==> src/rtl/read_handshake_pkg.sv <==
package read_handshake_pkg;

  typedef enum logic [2:0] {
    PH_IDLE,
    PH_FLAGGED,
    PH_REQUESTED,
    PH_LATCHED,
    PH_ACKED,
    PH_UNFLAGGED,
    PH_UNLATCHED,
    PH_RELEASED
  } phase_e;

  typedef struct packed {
    logic setFlag;
    logic clrFlag;
    logic setReq;
    logic clrReq;
    logic setLatch;
    logic clrLatch;
    logic setAck;
    logic clrAck;
  } strobe_t;

  localparam strobe_t NO_STROBE = '0;

endpackage

==> src/rtl/read_handshake_seq.sv <==
module read_handshake_seq
  import read_handshake_pkg::*;
#(
  parameter bit STATE_BIT = 1'b1
) (
  input  logic    clk,
  input  logic    rstN,
  input  logic    dsReq,
  input  logic    devAck,
  output strobe_t strobes
);

  phase_e phase, phaseNext;

  always_ff @(posedge clk) begin
    if (!rstN) phase <= PH_IDLE;
    else       phase <= phaseNext;
  end

  always_comb begin
    phaseNext = phase;
    strobes   = NO_STROBE;
    unique case (phase)
      PH_IDLE: begin
        if (dsReq && !devAck) begin
          if (STATE_BIT) begin
            strobes.setFlag = 1'b1;
            phaseNext       = PH_FLAGGED;
          end else begin
            strobes.setReq  = 1'b1;
            phaseNext       = PH_REQUESTED;
          end
        end
      end
      PH_FLAGGED: begin
        strobes.setReq = 1'b1;
        phaseNext      = PH_REQUESTED;
      end
      PH_REQUESTED: begin
        if (devAck) begin
          strobes.setLatch = 1'b1;
          phaseNext        = PH_LATCHED;
        end
      end
      PH_LATCHED: begin
        strobes.setAck = 1'b1;
        phaseNext      = PH_ACKED;
      end
      PH_ACKED: begin
        if (!dsReq) begin
          if (STATE_BIT) begin
            strobes.clrFlag  = 1'b1;
            phaseNext        = PH_UNFLAGGED;
          end else begin
            strobes.clrLatch = 1'b1;
            phaseNext        = PH_UNLATCHED;
          end
        end
      end
      PH_UNFLAGGED: begin
        strobes.clrLatch = 1'b1;
        phaseNext        = PH_UNLATCHED;
      end
      PH_UNLATCHED: begin
        strobes.clrReq = 1'b1;
        phaseNext      = PH_RELEASED;
      end
      PH_RELEASED: begin
        strobes.clrAck = 1'b1;
        phaseNext      = PH_IDLE;
      end
      default: phaseNext = PH_IDLE;
    endcase
  end

endmodule

==> src/rtl/read_handshake_outs.sv <==
module read_handshake_outs
  import read_handshake_pkg::*;
#(
  parameter bit STATE_BIT = 1'b1
) (
  input  logic    clk,
  input  logic    rstN,
  input  strobe_t strobes,
  output logic    devReq,
  output logic    latchEn,
  output logic    busAck,
  output logic    phaseFlag
);

  always_ff @(posedge clk) begin
    if (!rstN) begin
      devReq  <= 1'b0;
      latchEn <= 1'b0;
      busAck  <= 1'b0;
    end else begin
      if (strobes.setReq)        devReq  <= 1'b1;
      else if (strobes.clrReq)   devReq  <= 1'b0;
      if (strobes.setLatch)      latchEn <= 1'b1;
      else if (strobes.clrLatch) latchEn <= 1'b0;
      if (strobes.setAck)        busAck  <= 1'b1;
      else if (strobes.clrAck)   busAck  <= 1'b0;
    end
  end

  generate
    if (STATE_BIT) begin : g_flag
      logic flagQ;
      always_ff @(posedge clk) begin
        if (!rstN)                flagQ <= 1'b0;
        else if (strobes.setFlag) flagQ <= 1'b1;
        else if (strobes.clrFlag) flagQ <= 1'b0;
      end
      assign phaseFlag = flagQ;
    end else begin : g_noflag
      assign phaseFlag = 1'b0;
    end
  endgenerate

endmodule

==> src/rtl/read_handshake_guard.sv <==
module read_handshake_guard (
  input  logic clk,
  input  logic rstN,
  input  logic dsReq,
  input  logic devAck,
  input  logic devReq,
  input  logic latchEn,
  input  logic busAck,
  input  logic phaseFlag,
  output logic protoErr
);

  logic dsPrev, ackPrev;
  logic dsRise, dsFall, ackRise, ackFall;
  logic allQuiet, badEdge;

  always_ff @(posedge clk) begin
    if (!rstN) begin
      dsPrev  <= 1'b0;
      ackPrev <= 1'b0;
    end else begin
      dsPrev  <= dsReq;
      ackPrev <= devAck;
    end
  end

  assign dsRise   = dsReq & ~dsPrev;
  assign dsFall   = ~dsReq & dsPrev;
  assign ackRise  = devAck & ~ackPrev;
  assign ackFall  = ~devAck & ackPrev;
  assign allQuiet = ~devReq & ~latchEn & ~busAck & ~phaseFlag;

  always_comb begin
    badEdge = 1'b0;
    if (dsRise && !(allQuiet && !devAck))              badEdge = 1'b1;
    if (dsFall && !busAck)                             badEdge = 1'b1;
    if (ackRise && !(devReq && !latchEn && !busAck))   badEdge = 1'b1;
    if (ackFall && devReq)                             badEdge = 1'b1;
  end

  always_ff @(posedge clk) begin
    if (!rstN)        protoErr <= 1'b0;
    else if (badEdge) protoErr <= 1'b1;
  end

endmodule

==> src/rtl/read_handshake_ctrl.sv <==
module read_handshake_ctrl
  import read_handshake_pkg::*;
#(
  parameter bit STATE_BIT = 1'b1
) (
  input  logic clk,
  input  logic rstN,
  input  logic dsReq,
  input  logic devAck,
  output logic devReq,
  output logic latchEn,
  output logic busAck,
  output logic phaseFlag,
  output logic protoErr
);

  strobe_t strobes;

  read_handshake_seq #(.STATE_BIT(STATE_BIT)) u_seq (
    .clk     (clk),
    .rstN    (rstN),
    .dsReq   (dsReq),
    .devAck  (devAck),
    .strobes (strobes)
  );

  read_handshake_outs #(.STATE_BIT(STATE_BIT)) u_outs (
    .clk       (clk),
    .rstN      (rstN),
    .strobes   (strobes),
    .devReq    (devReq),
    .latchEn   (latchEn),
    .busAck    (busAck),
    .phaseFlag (phaseFlag)
  );

  read_handshake_guard u_guard (
    .clk       (clk),
    .rstN      (rstN),
    .dsReq     (dsReq),
    .devAck    (devAck),
    .devReq    (devReq),
    .latchEn   (latchEn),
    .busAck    (busAck),
    .phaseFlag (phaseFlag),
    .protoErr  (protoErr)
  );

endmodule

==> config.mk <==
export PLATFORM = sky130hd
export DESIGN_NAME = read_handshake_ctrl
export DESIGN_NICKNAME = d
export VERILOG_FILES = /design/src/rtl/read_handshake_pkg.sv /design/src/rtl/read_handshake_seq.sv /design/src/rtl/read_handshake_outs.sv /design/src/rtl/read_handshake_guard.sv /design/src/rtl/read_handshake_ctrl.sv
export SDC_FILE = /design/constraint.sdc
export NUM_CORES = 1
export LEC_CHECK = 0
export BUFFER_PORTS_ARGS = -buffer_cell sky130_fd_sc_hd__buf_2
export CAP_MARGIN = 10
export CORE_AREA = 4 4 41 43
export CTS_CLUSTER_DIAMETER = 80
export DETAILED_ROUTE_END_ITERATION = 16
export DIE_AREA = 0 0 45 47
export HOLD_SLACK_MARGIN = 0.05
export PLACE_DENSITY = 0.6
export SETUP_SLACK_MARGIN = 0.5
export SLEW_MARGIN = 20
export SYNTH_ARGS = -nofsm -noshare
export SYNTH_HDL_FRONTEND = slang
export SYNTH_SLANG_ARGS = --single-unit
==> constraint.sdc <==
create_clock -name clk -period 3.7 [get_ports clk]
set_input_delay 0.185 -clock clk [delete_from_list [all_inputs] [get_ports clk]]
set_output_delay 0.185 -clock clk [all_outputs]
set_load 0.005 [all_outputs]
== After elaboration in Yosys (flattened, before gate mapping) ==
Cells that the tools add are included.
Storage, ports and cells
  flip-flop bits (word level): 10
  input port bits: 4
  output and inout bits: 5
  word-level logic and storage cells: 79
Cells by class
  equal/unequal tests: 10
  muxes and demuxes: 27
  bitwise logic cells: 15
  reduce and logical (&&, ||, !) cells: 19
Operators by type and width (number)
  3-bit one-hot mux with 8 select lines: 1
  1-bit two-way mux: 23
  3-bit equality test (second input constant): 4
  3-bit two-way mux: 3
  1-bit logical AND: 8
  1-bit inverter: 8
  2-bit nonzero test: 4
  1-bit AND: 7
  3-bit by 2-bit equality test with 1-bit output (second input constant): 2
  1-bit zero test: 5
  2-bit != test (second input constant): 2
  3-bit by 1-bit equality test with 1-bit output (second input constant): 1
  3-bit zero test: 1
  3-bit AND reduction: 1
  2-bit by 1-bit != test with 1-bit output (second input constant): 1

== Longest topological paths before layout ==
Gate-level depths: netlist of run 1.
  depth in word-level cells: 11
  gate-level depth with buffers: 6
  mapped depth without buffers: 6

== By module ==
Synthesis of run 1 repeated with hierarchy kept, for this count alone.
Second synthesis, totals
  cell total of the unflattened synthesis: 63
  area, all modules: 573.0 um^2
Modules (own cells, without submodules)
  read_handshake_seq: times used 1, cells an instance 36, area an instance 279.0 um^2, seq. area each 60.1 um^2
  read_handshake_outs: times used 1, cells an instance 12, area an instance 165.2 um^2, seq. area each 80.1 um^2
  read_handshake_guard: times used 1, cells an instance 15, area an instance 128.9 um^2, seq. area each 60.1 um^2

== Least setup slack after synthesis of run 1 ==
No wires, ideal clock.
  path kind: register -> register
  from: register u_seq.phase[0]
  to: register u_seq.phase[0]
  library setup time: 0.123 ns
  arrival time: 1.128 ns
  data required time: 3.577 ns
  path slack: 2.449 ns
  cell stages (with the launch flop): 6
  path buffers: 0
  clock period less this slack: 1.251 ns
  cell sequence: dfxtp_1 -> inv_1 -> ha_1 -> a221oi_2 -> a21oi_2 -> mux2i_1
On the way
  longest elaborated chain between the ends: 3
  elaborated cells between the ends (all ways): 13
  those cells by class: eq/ne (10); mux (1); reduce/logical (2)
RTL lines
  start, declared: line read_handshake_seq.sv:13  | phase_e phase, phaseNext;
  start signal, assigned: line read_handshake_seq.sv:17  | else phase <= phaseNext;
  3-bit by 2-bit equality test with 1-bit output (tied with other cells): line read_handshake_seq.sv:23  | unique case (phase)
  2-bit != test (no source line) / 2-bit by 1-bit != test with 1-bit output (equally long branches)
  3-bit AND reduction (no source line)
Parallel ways exist; a longest one is shown, timed or not.
A chain may end at the register's enable or synchronous reset.

== Worst setup path after layout of run 1 ==
  from: register u_seq.phase[0]
  to: register u_seq.phase[1]
Same word-level chain as after synthesis.

==> results of run 1 <==
==> power by group through the flow <==
stage / logic (mW) / registers [mW] / clock network, mW
floorplan: 0.132 / 0.163 / 0
global placement: 0.173 / 0.168 / 0
detailed placement: 0.175 / 0.169 / 0
CTS: 0.176 / 0.166 / 0.0751
global route: 0.200 / 0.171 / 0.0795
finish: 0.172 / 0.166 / 0.0707
==> per-layer routing <==
layer / routed length (um) / part of all wire, % / track usage (%)
met4: 0 / 0 / 3.51
met2: 481 / 46 / 19.5
met1: 485 / 46 / 13.5
met3: 88 / 8.3 / 6.13
met5: 0 / 0 / 0
==> cells in the final DEF, fill, tap and decap left out <==
master / count
a211o_1: 1
inv_1: 7
o22ai_1: 3
nor2_1: 4
a21oi_1: 2
o21bai_1: 1
clkbuf_4: 3
o21ai_0: 3
nand3b_1: 2
nand2_1: 9
and2_1: 2
a211oi_1: 2
a221oi_2: 1
inv_2: 1
nor3_1: 2
o211ai_1: 1
dfxtp_1: 10
buf_2: 8
a21oi_2: 1
a21boi_0: 2
ha_1: 5
nand2b_1: 2
mux2i_1: 2
==> final cells by class <==
type | instances | area share [%]
clock buffer | 3 | 3.67
inverter | 8 | 4.89
multi-input combinational | 45 | 49.3
sequential | 10 | 32.6
tap | 15 | 3.05
timing repair buffer | 8 | 6.52
==> flip-flops by register name, summed over array words and instances (netlist names) <==
name	count
u_outs.phaseFlag	1
u_guard.dsPrev	1
u_guard.ackPrev	1
u_seq.phase	3
u_outs.latchEn	1
u_outs.devReq	1
u_guard.protoErr	1
u_outs.busAck	1
==> worst reg2reg max path: cells and delay by family, from the launching register on <==
family,cells,cell delay (ns)
flip-flops,1,0.39
adder cells (fa/ha/maj),1,0.27
multiplexers,1,0.14
buffers and inverters,1,0.08
AO/OA/AOI/OAI,2,0.37
==> through the flow <==
stage / power, mW / cells / hold WS [ns] / util (%)
2_1_floorplan: 0.295 / 65 / 0.297 / -
3_3_place_gp: 0.341 / 86 / 0.495 / 45.5
3_5_place_dp: 0.344 / 86 / 0.500 / 45.5
4_1_cts: 0.417 / 89 / 0.221 / 47.2
5_1_grt: 0.450 / 89 / 0.256 / 47.2
6_report: 0.409 / 89 / 0.227 / 47.2
==> path summary, 6_finish.rpt <==
kind,cells past startpoint,slack (ns),endpoint,from
worst max-delay path,5,2.33,u_seq.phase[1],u_seq.phase[0]
worst min-delay path,3,0.23,u_guard.ackPrev,devAck
worst max register to register,5,2.33,u_seq.phase[1],u_seq.phase[0]
worst min register to register,2,0.52,u_seq.phase[0],u_seq.phase[0]
==> kinds of logic after synthesis <==
family	share of synthesized area, %
flops	37.0
simple gates	18.2
mux	3.70
compound gates	22.4
buf+inv	7.16
fa+ha+maj	11.5
==> metrics.cfg, run 1 <==
[clocking]
insertion_delay_ns = 0.26
clkSinkCount = 10
cts_resized = 0
clkSlewWorstSetupHoldPaths_ns = 0.06
cts_buffers = 3
h-tree-depth = 1
tritoncts = built
clockRootBuffer = clkbuf_4
post-cts-setup-buffers = 0
clock_path_buffers = 2
hold_buffers = 0

[floorplanning]
core_mm2 = 0.00130
ioPinCount = 9
initial_core_util_pct = 41.6
die_w_um = 45
die_h_um = 47
fp.dieArea_mm2 = 0.00212
num_rows = 13

[placement]
dp_hpwl_um = 785
dpl-instance-area_um2 = 592
io_buffer_count = 8
pre_cts_slack_ns = 2.32
gp_congestion = 0.776

[power_and_ir_drop]
p_comb_share_pct = 42.0
p_int_mw = 0.257
clock_power_share_pct = 17.3
p_per_area_mw_per_mm2 = 665
p_leak_nw = 0.286
p_sw_mw = 0.152
ir_drop_mv = 0.234
seq_power_share_pct = 40.6
switching_share_pct = 37.1

[cells_and_area]
area_growth_pct = 13.4
fill_cells = 139
fin_nets = 85
antennaDiodeCount = 0
drive_gt1_share_pct = 18.9
multiInputGateArea_um2 = 303
final_area_um2 = 614
seq_area_um2 = 200

[drt]
antenna_left = 0
firstDrtPassIters = 4
drcViolationCount = 0
vias_per_cell = 5.20
via_count = 463
drtIter0Drc = 14
wirelength_um = 1060
post_drt_wl_per_cell_um = 11.9

[setup_path]
critPathKind = reg2reg
crit_required_ns = 3.84
end_kind = flip-flop
cp_data_arrival_time_ns = 1.51
slowest_stage = dfxtp_1
path_max_fanout = 5
cp_top_family = flip-flops
crit_chain = inv_1 -> ha_1 -> a221oi_2 -> a21oi_2 -> mux2i_1
worstPathBufferInverterCount = 1
max_stage_delay_ns = 0.39
cp-start-kind = flip-flop

[timing]
drv_slew = 0
relSlewSlack_pct = 78.2
timing.fmax_ghz = 0.729
hold_viol_final = 0
clock_skew_ns = 0.00544
grt_setup_unrepaired = false
min_period_over_period_pct = 37.1
setup_ws_ns = 2.33
worst_slew_pin_slew_ns = 0.326
min_period_ns = 1.37
timing.setup.tns_ns = 0
setup_violations = 0

[global_route]
grt_use_total_pct = 11.9
antenna_found_initial = 0
grt_max_degree = 13
grt_pass1_wl_um = 1800
grt-ovfl-total = 0
grt_pass1_vias = 443

[logic_synthesis]
yosysTopAreaCell = dfxtp_1
ys_types = 23
synthFlopType = dfxtp_1
yosysWarnings = 0
synth.most_common_cell = dfxtp_1
synth-edff-count = 0
synth_seq_cells = 10
synthTopCellsByCount = 10 x dfxtp_1, 9 x nand2_1, 7 x inv_1, 5 x ha_1, 4 x nor2_1
ys_seq_area_share_pct = 37.0
async_flop_share_pct = 0
synthTopCellsByArea = dfxtp_1 37%, ha_1 12%, nand2_1 6.2%, inv_1 4.8%, mux2i_1 3.7%
syn_inst = 65
syn-cell-area_um2 = 542
yosysTopAreaCellShare_pct = 37.0
syn_avg_cell_area_um2 = 8.33
synthesis.nets = 74

[worst_hold_path]
hp-class = in2reg

[job]
cap_viol_max_count = 0

[outcome]
status = complete, no violations

Note: power is estimated with default switching activity, not from simulation.
==> run 2: changes to the inputs <==
--- a/config.mk
+++ b/config.mk
@@ -12,7 +12,7 @@
 export DETAILED_ROUTE_END_ITERATION = 16
 export DIE_AREA = 0 0 45 47
 export HOLD_SLACK_MARGIN = 0.05
-export PLACE_DENSITY = 0.6
+export PLACE_DENSITY = 0.62
 export SETUP_SLACK_MARGIN = 0.5
 export SLEW_MARGIN = 20
 export SYNTH_ARGS = -nofsm -noshare
==> constraint.sdc (replaced) <==
create_clock -name clk -period 1.15 [get_ports clk]
set_input_delay 0.0575 -clock clk [delete_from_list [all_inputs] [get_ports clk]]
set_output_delay 0.0575 -clock clk [all_outputs]
set_load 0.005 [all_outputs]
==> run 2 against run 1 <==
Effect of this change:
- largest power group unchanged
- the flow now finishes with violations (setup timing)
- cell count increased by 9.0%
- largest cell class unchanged
- first-iteration DRC count decreased by 29%
- count of clock-buffer cells in the layout increased by 1
- final area increased by 32%
- critical path depth unchanged
- worst setup slack got worse by 2.4 ns
==> metrics.cfg, run 2 (synthesized netlist as in run 1, its figures left out) <==
[global_route]
antenna_found_initial = 0
grt-ovfl-total = 0
grt_pass1_wl_um = 2130
grt_max_degree = 13
grt_pass1_vias = 503
grt_use_total_pct = 14.3

[clocking]
hold_buffers = 0
clock_path_buffers = 2
cts_buffers = 3
clockRootBuffer = clkbuf_4
insertion_delay_ns = 0.27
tritoncts = built
clkSlewWorstSetupHoldPaths_ns = 0.07
clkSinkCount = 10
h-tree-depth = 1

[drt]
drtIter0Drc = 10
vias_per_cell = 5.27
wirelength_um = 1240
post_drt_wl_per_cell_um = 12.8
firstDrtPassIters = 4
antenna_left = 0
drcViolationCount = 0
via_count = 511

[timing]
timing.fmax_ghz = 0.813
worst_slew_pin_slew_ns = 0.321
hold_viol_final = 0
drv_slew = 0
grt_setup_unrepaired = true
relSlewSlack_pct = 78.6
timing.setup.tns_ns = -0.166
clock_skew_ns = 0.00622
min_period_over_period_pct = 107
min_period_ns = 1.23
setup_ws_ns = -0.0794
setup_violations = 3

[placement]
dpl-instance-area_um2 = 654
gp_congestion = 0.737
dp_hpwl_um = 877
io_buffer_count = 8
placed_cells = 89

[power_and_ir_drop]
ir_drop_mv = 1.19
p_per_area_mw_per_mm2 = 2280
total_power_mw = 1.85
p_leak_nw = 0.342

[setup_path]
timing.rr.start = u_seq.phase[1]
cp-start-kind = flip-flop
cp_data_arrival_time_ns = 1.39
path_max_fanout = 5
critPathKind = reg2reg
cp-endpoint = u_seq.phase[0]
crit_chain = inv_4 -> ha_4 -> a221oi_2 -> a21oi_2 -> mux2i_1
r2r_cells = 5
end_kind = flip-flop
max_stage_delay_ns = 0.39
slowest_stage = dfxtp_4
r2r_end = u_seq.phase[0]
crit_start = u_seq.phase[1]
crit_required_ns = 1.31
regToRegSetupSlack_ns = -0.08

[outcome]
violations = setup timing
status = finished with violations

[worst_hold_path]
hp-class = in2reg

[cells_and_area]
fin_cells = 97
final_cell_mix = 8 x nand2_1, 6 x buf_2, 5 x inv_1, 5 x buf_4
final_common_cell = nand2_1
seq_area_um2 = 219
fin_nets = 92
multiInputGateArea_um2 = 389
final_area_um2 = 811
fill_cells = 117
antennaDiodeCount = 0
regMostFlops = u_seq.phase
area_growth_pct = 49.7
drive_gt1_share_pct = 52.4
largest_register_ffs = 3

[floorplanning]
fp.dieArea_mm2 = 0.00212
die_h_um = 47
core_mm2 = 0.00130
num_rows = 13
initial_core_util_pct = 41.6
die_w_um = 45
ioPinCount = 9

[job]
cap_viol_max_count = 0

## run 2: where the power goes
part	switching (mW)	internal, mW
registers	0.139	0.470
logic	0.412	0.508
clock network	0.130	0.192
## run 2: how the worst min path moves through the flow
stage / startpoint / to / slack (ns) / cells past startpoint
6_report: devAck / u_guard.ackPrev / 0.12 / 3
5_1_grt: devAck / u_guard.ackPrev / 0.13 / 3
4_1_cts: devAck / u_guard.ackPrev / 0.09 / 3
3_5_place_dp: devAck / u_guard.ackPrev / 0.39 / 3
3_3_place_gp: devAck / u_guard.ackPrev / 0.38 / 3
2_1_floorplan: devAck / u_guard.ackPrev / 0.17 / 2
## run 2: area by class of cell
type	count	area share, %
sequential	10	27.0
timing repair buffer	15	13.9
clock buffer	4	4.48
multi-input combinational	45	48.0
inverter	8	4.32
tap	15	2.31
## run 2: through the flow
stage / util [%] / hold slack, ns / setup WS (ns)
floorplan: - / 0.169 / -0.00606
global placement: 50.3 / 0.377 / -0.0771
detailed placement: 50.3 / 0.386 / -0.0796
CTS: 58.3 / 0.0870 / -0.0480
global route: 62.3 / 0.131 / -0.225
finish: 62.3 / 0.119 / -0.0794
## run 2: repair_timing
action	CTS	global route
pin swaps	6	10
setup buffers	4	0
setup endpoints to repair	13	13
resized for setup	12	14
## run 2: worst max-delay path, delay by kind of cell, from the launching register on
family                   cells  cell delay, ns
flip-flops                   1            0.39
multiplexers                 1            0.14
buffers and inverters        1            0.06
adder cells (fa/ha/maj)      1            0.18
AO/OA/AOI/OAI                2            0.35
## run 2: per-layer routing
layer | part of all wire [%] | routed length, um | GRT usage (%)
met1 | 42 | 520 | 15.8
met3 | 6.0 | 74 | 6.13
met5 | 0 | 0 | 0
met4 | 1.0 | 13 | 5.26
met2 | 51 | 633 | 24.3
==> run 3: changes to the inputs <==
--- a/config.mk
+++ b/config.mk
@@ -12,7 +12,7 @@
 export DETAILED_ROUTE_END_ITERATION = 16
 export DIE_AREA = 0 0 45 47
 export HOLD_SLACK_MARGIN = 0.05
-export PLACE_DENSITY = 0.62
+export PLACE_DENSITY_LB_ADDON = 0.12
 export SETUP_SLACK_MARGIN = 0.5
 export SLEW_MARGIN = 20
 export SYNTH_ARGS = -nofsm -noshare
==> run 3 against run 2 <==
Effect of this change:
- the run still ends with setup timing left
- critical endpoint unchanged
- sequential cell count is the same
- utilization increased by 0.096 points
- worst setup slack improved by 0.026 ns
- sequential power shrank 1%
- sequential share of layout area hardly changed
- critical path depth unchanged
- first-iteration DRC count shrank 50%
- final area rose by 0.15%
- largest power group unchanged
- combinational power decreased by 2.6%
- die area did not move
- maximum frequency grew 2.1%
- global-route usage down 0.54 points
==> metrics.cfg, run 3 (synthesized netlist as in run 1, its figures left out) <==
[cells_and_area]
antennaDiodeCount = 0
final_cell_mix = 8 x nand2_1, 6 x buf_4, 5 x inv_1, 5 x buf_2, 5 x buf_6
largest_register_ffs = 3
final_area_um2 = 812
final_common_cell = nand2_1
fill_cells = 121
regMostFlops = u_seq.phase
area_growth_pct = 49.9
post-route-util_pct = 62.4
fin_nets = 93
fin_cells = 98
drive_gt1_share_pct = 51.8

[setup_path]
cp_top_family = flip-flops
r2r_end = u_seq.phase[0]
slowest_stage = dfxtp_4
crit_chain = inv_4 -> ha_4 -> a221oi_2 -> a21oi_2 -> mux2i_1
end_kind = flip-flop
timing.rr.start = u_seq.phase[1]
crit_start = u_seq.phase[1]
worstPathBufferInverterCount = 1
cp-start-kind = flip-flop
cp_data_arrival_time_ns = 1.35
r2r_cells = 5
critPathKind = reg2reg
max_stage_delay_ns = 0.38
crit_required_ns = 1.30
path_max_fanout = 5
regToRegSetupSlack_ns = -0.05

[timing]
setup_ws_ns = -0.0537
timing.fmax_ghz = 0.831
setup_violations = 3
relSlewSlack_pct = 78.6
min_period_ns = 1.20
hold_viol_final = 0
timing.setup.tns_ns = -0.128
grt_setup_unrepaired = true
worst_slew_pin_slew_ns = 0.320
drv_slew = 0
min_period_over_period_pct = 105
clock_skew_ns = 0.00229

[placement]
io_buffer_count = 8
gp_congestion = 0.730
dp_hpwl_um = 850
placed_cells = 90
dpl-instance-area_um2 = 662

[floorplanning]
die_h_um = 47
initial_core_util_pct = 41.6
ioPinCount = 9
die_w_um = 45
num_rows = 13
fp.dieArea_mm2 = 0.00212
core_mm2 = 0.00130

[drt]
post_drt_wl_per_cell_um = 12.2
drtIter0Drc = 5
drcViolationCount = 0
firstDrtPassIters = 4
wirelength_um = 1200
via_count = 493
antenna_left = 0
vias_per_cell = 5.03

[global_route]
grt_pass1_wl_um = 2020
grt_max_degree = 13
grt_pass1_vias = 471
grt-ovfl-total = 0
grt_use_total_pct = 13.7
antenna_found_initial = 0

[clocking]
clkSinkCount = 10
clkSlewWorstSetupHoldPaths_ns = 0.07
clockRootBuffer = clkbuf_4
clock_path_buffers = 2
insertion_delay_ns = 0.27
cts_buffers = 3
h-tree-depth = 1
tritoncts = built

[worst_hold_path]
min_from = devAck
hp-class = in2reg
min_path_cells = 3
worst_hold_path.endpoint = u_guard.ackPrev

[power_and_ir_drop]
p_leak_nw = 0.351
ir_drop_mv = 1.41
p_int_mw = 1.17
p_comb_share_pct = 49.4
total_power_mw = 1.82
switching_share_pct = 35.7
clock_power_share_pct = 17.6
p_sw_mw = 0.649
seq_power_share_pct = 33.1
p_per_area_mw_per_mm2 = 2240

[job]
cap_viol_max_count = 0

[outcome]
status = finished with violations
violations = setup timing

==> run 3: timing repair <==
action	4_1_cts	5_1_grt
setup endpoints to repair	13	13
gates resized for setup	17	9
pin swaps	9	3
setup buffers	4	0
hold buffers	0	0
==> run 3: per-stage QoR <==
stage	setup slack, ns	hold slack [ns]
after floorplan	-0.00606	0.169
after global placement	-0.0831	0.373
after detailed placement	-0.0796	0.376
after CTS	-0.0503	0.0938
after global routing	-0.110	0.131
final	-0.0537	0.0932
==> run 3: area by class of cell <==
| type | instances | area (um^2) | area share [%] |
|---|---|---|---|
| Sequential cell | 10 | 219 | 27.0 |
| Clock buffer | 4 | 36.3 | 4.47 |
| Tap cell | 15 | 18.8 | 2.31 |
| Timing Repair Buffer | 16 | 126 | 15.6 |
| Multi-Input combinational cell | 45 | 377 | 46.4 |
| Inverter | 8 | 35.0 | 4.31 |
==> run 3: worst max path at each step <==
stage / slack, ns / endpoint / depth (start not counted)
2_1_floorplan: -0.006 / u_seq.phase[0] / 5
3_3_place_gp: -0.08 / u_seq.phase[0] / 5
3_5_place_dp: -0.08 / u_seq.phase[0] / 5
4_1_cts: -0.05 / u_seq.phase[1] / 5
5_1_grt: -0.11 / u_seq.phase[0] / 5
6_report: -0.05 / u_seq.phase[0] / 5
==> run 3: power groups by stage <==
stage	combinational [mW]	sequential, mW	clock [mW]
6_report	0.897	0.601	0.319
5_1_grt	0.986	0.615	0.351
4_1_cts	0.842	0.589	0.329
3_5_place_dp	0.728	0.561	0
3_3_place_gp	0.724	0.561	0
2_1_floorplan	0.497	0.558	0
==> run 3: metal layers <==
metal	track usage (%)	vias up	wire (um)
met5	0	-	0
met4	10.5	0	36
met3	3.83	4	59
met2	20.9	12	565
met1	16.3	220	534
li1	-	257	-
==> run 3: worst register-to-register path: stages (launching register included) <==
cell      delay (ns)
dfxtp_4         0.38
inv_4           0.04
ha_4            0.17
a221oi_2        0.26
a21oi_2         0.09
mux2i_1         0.14
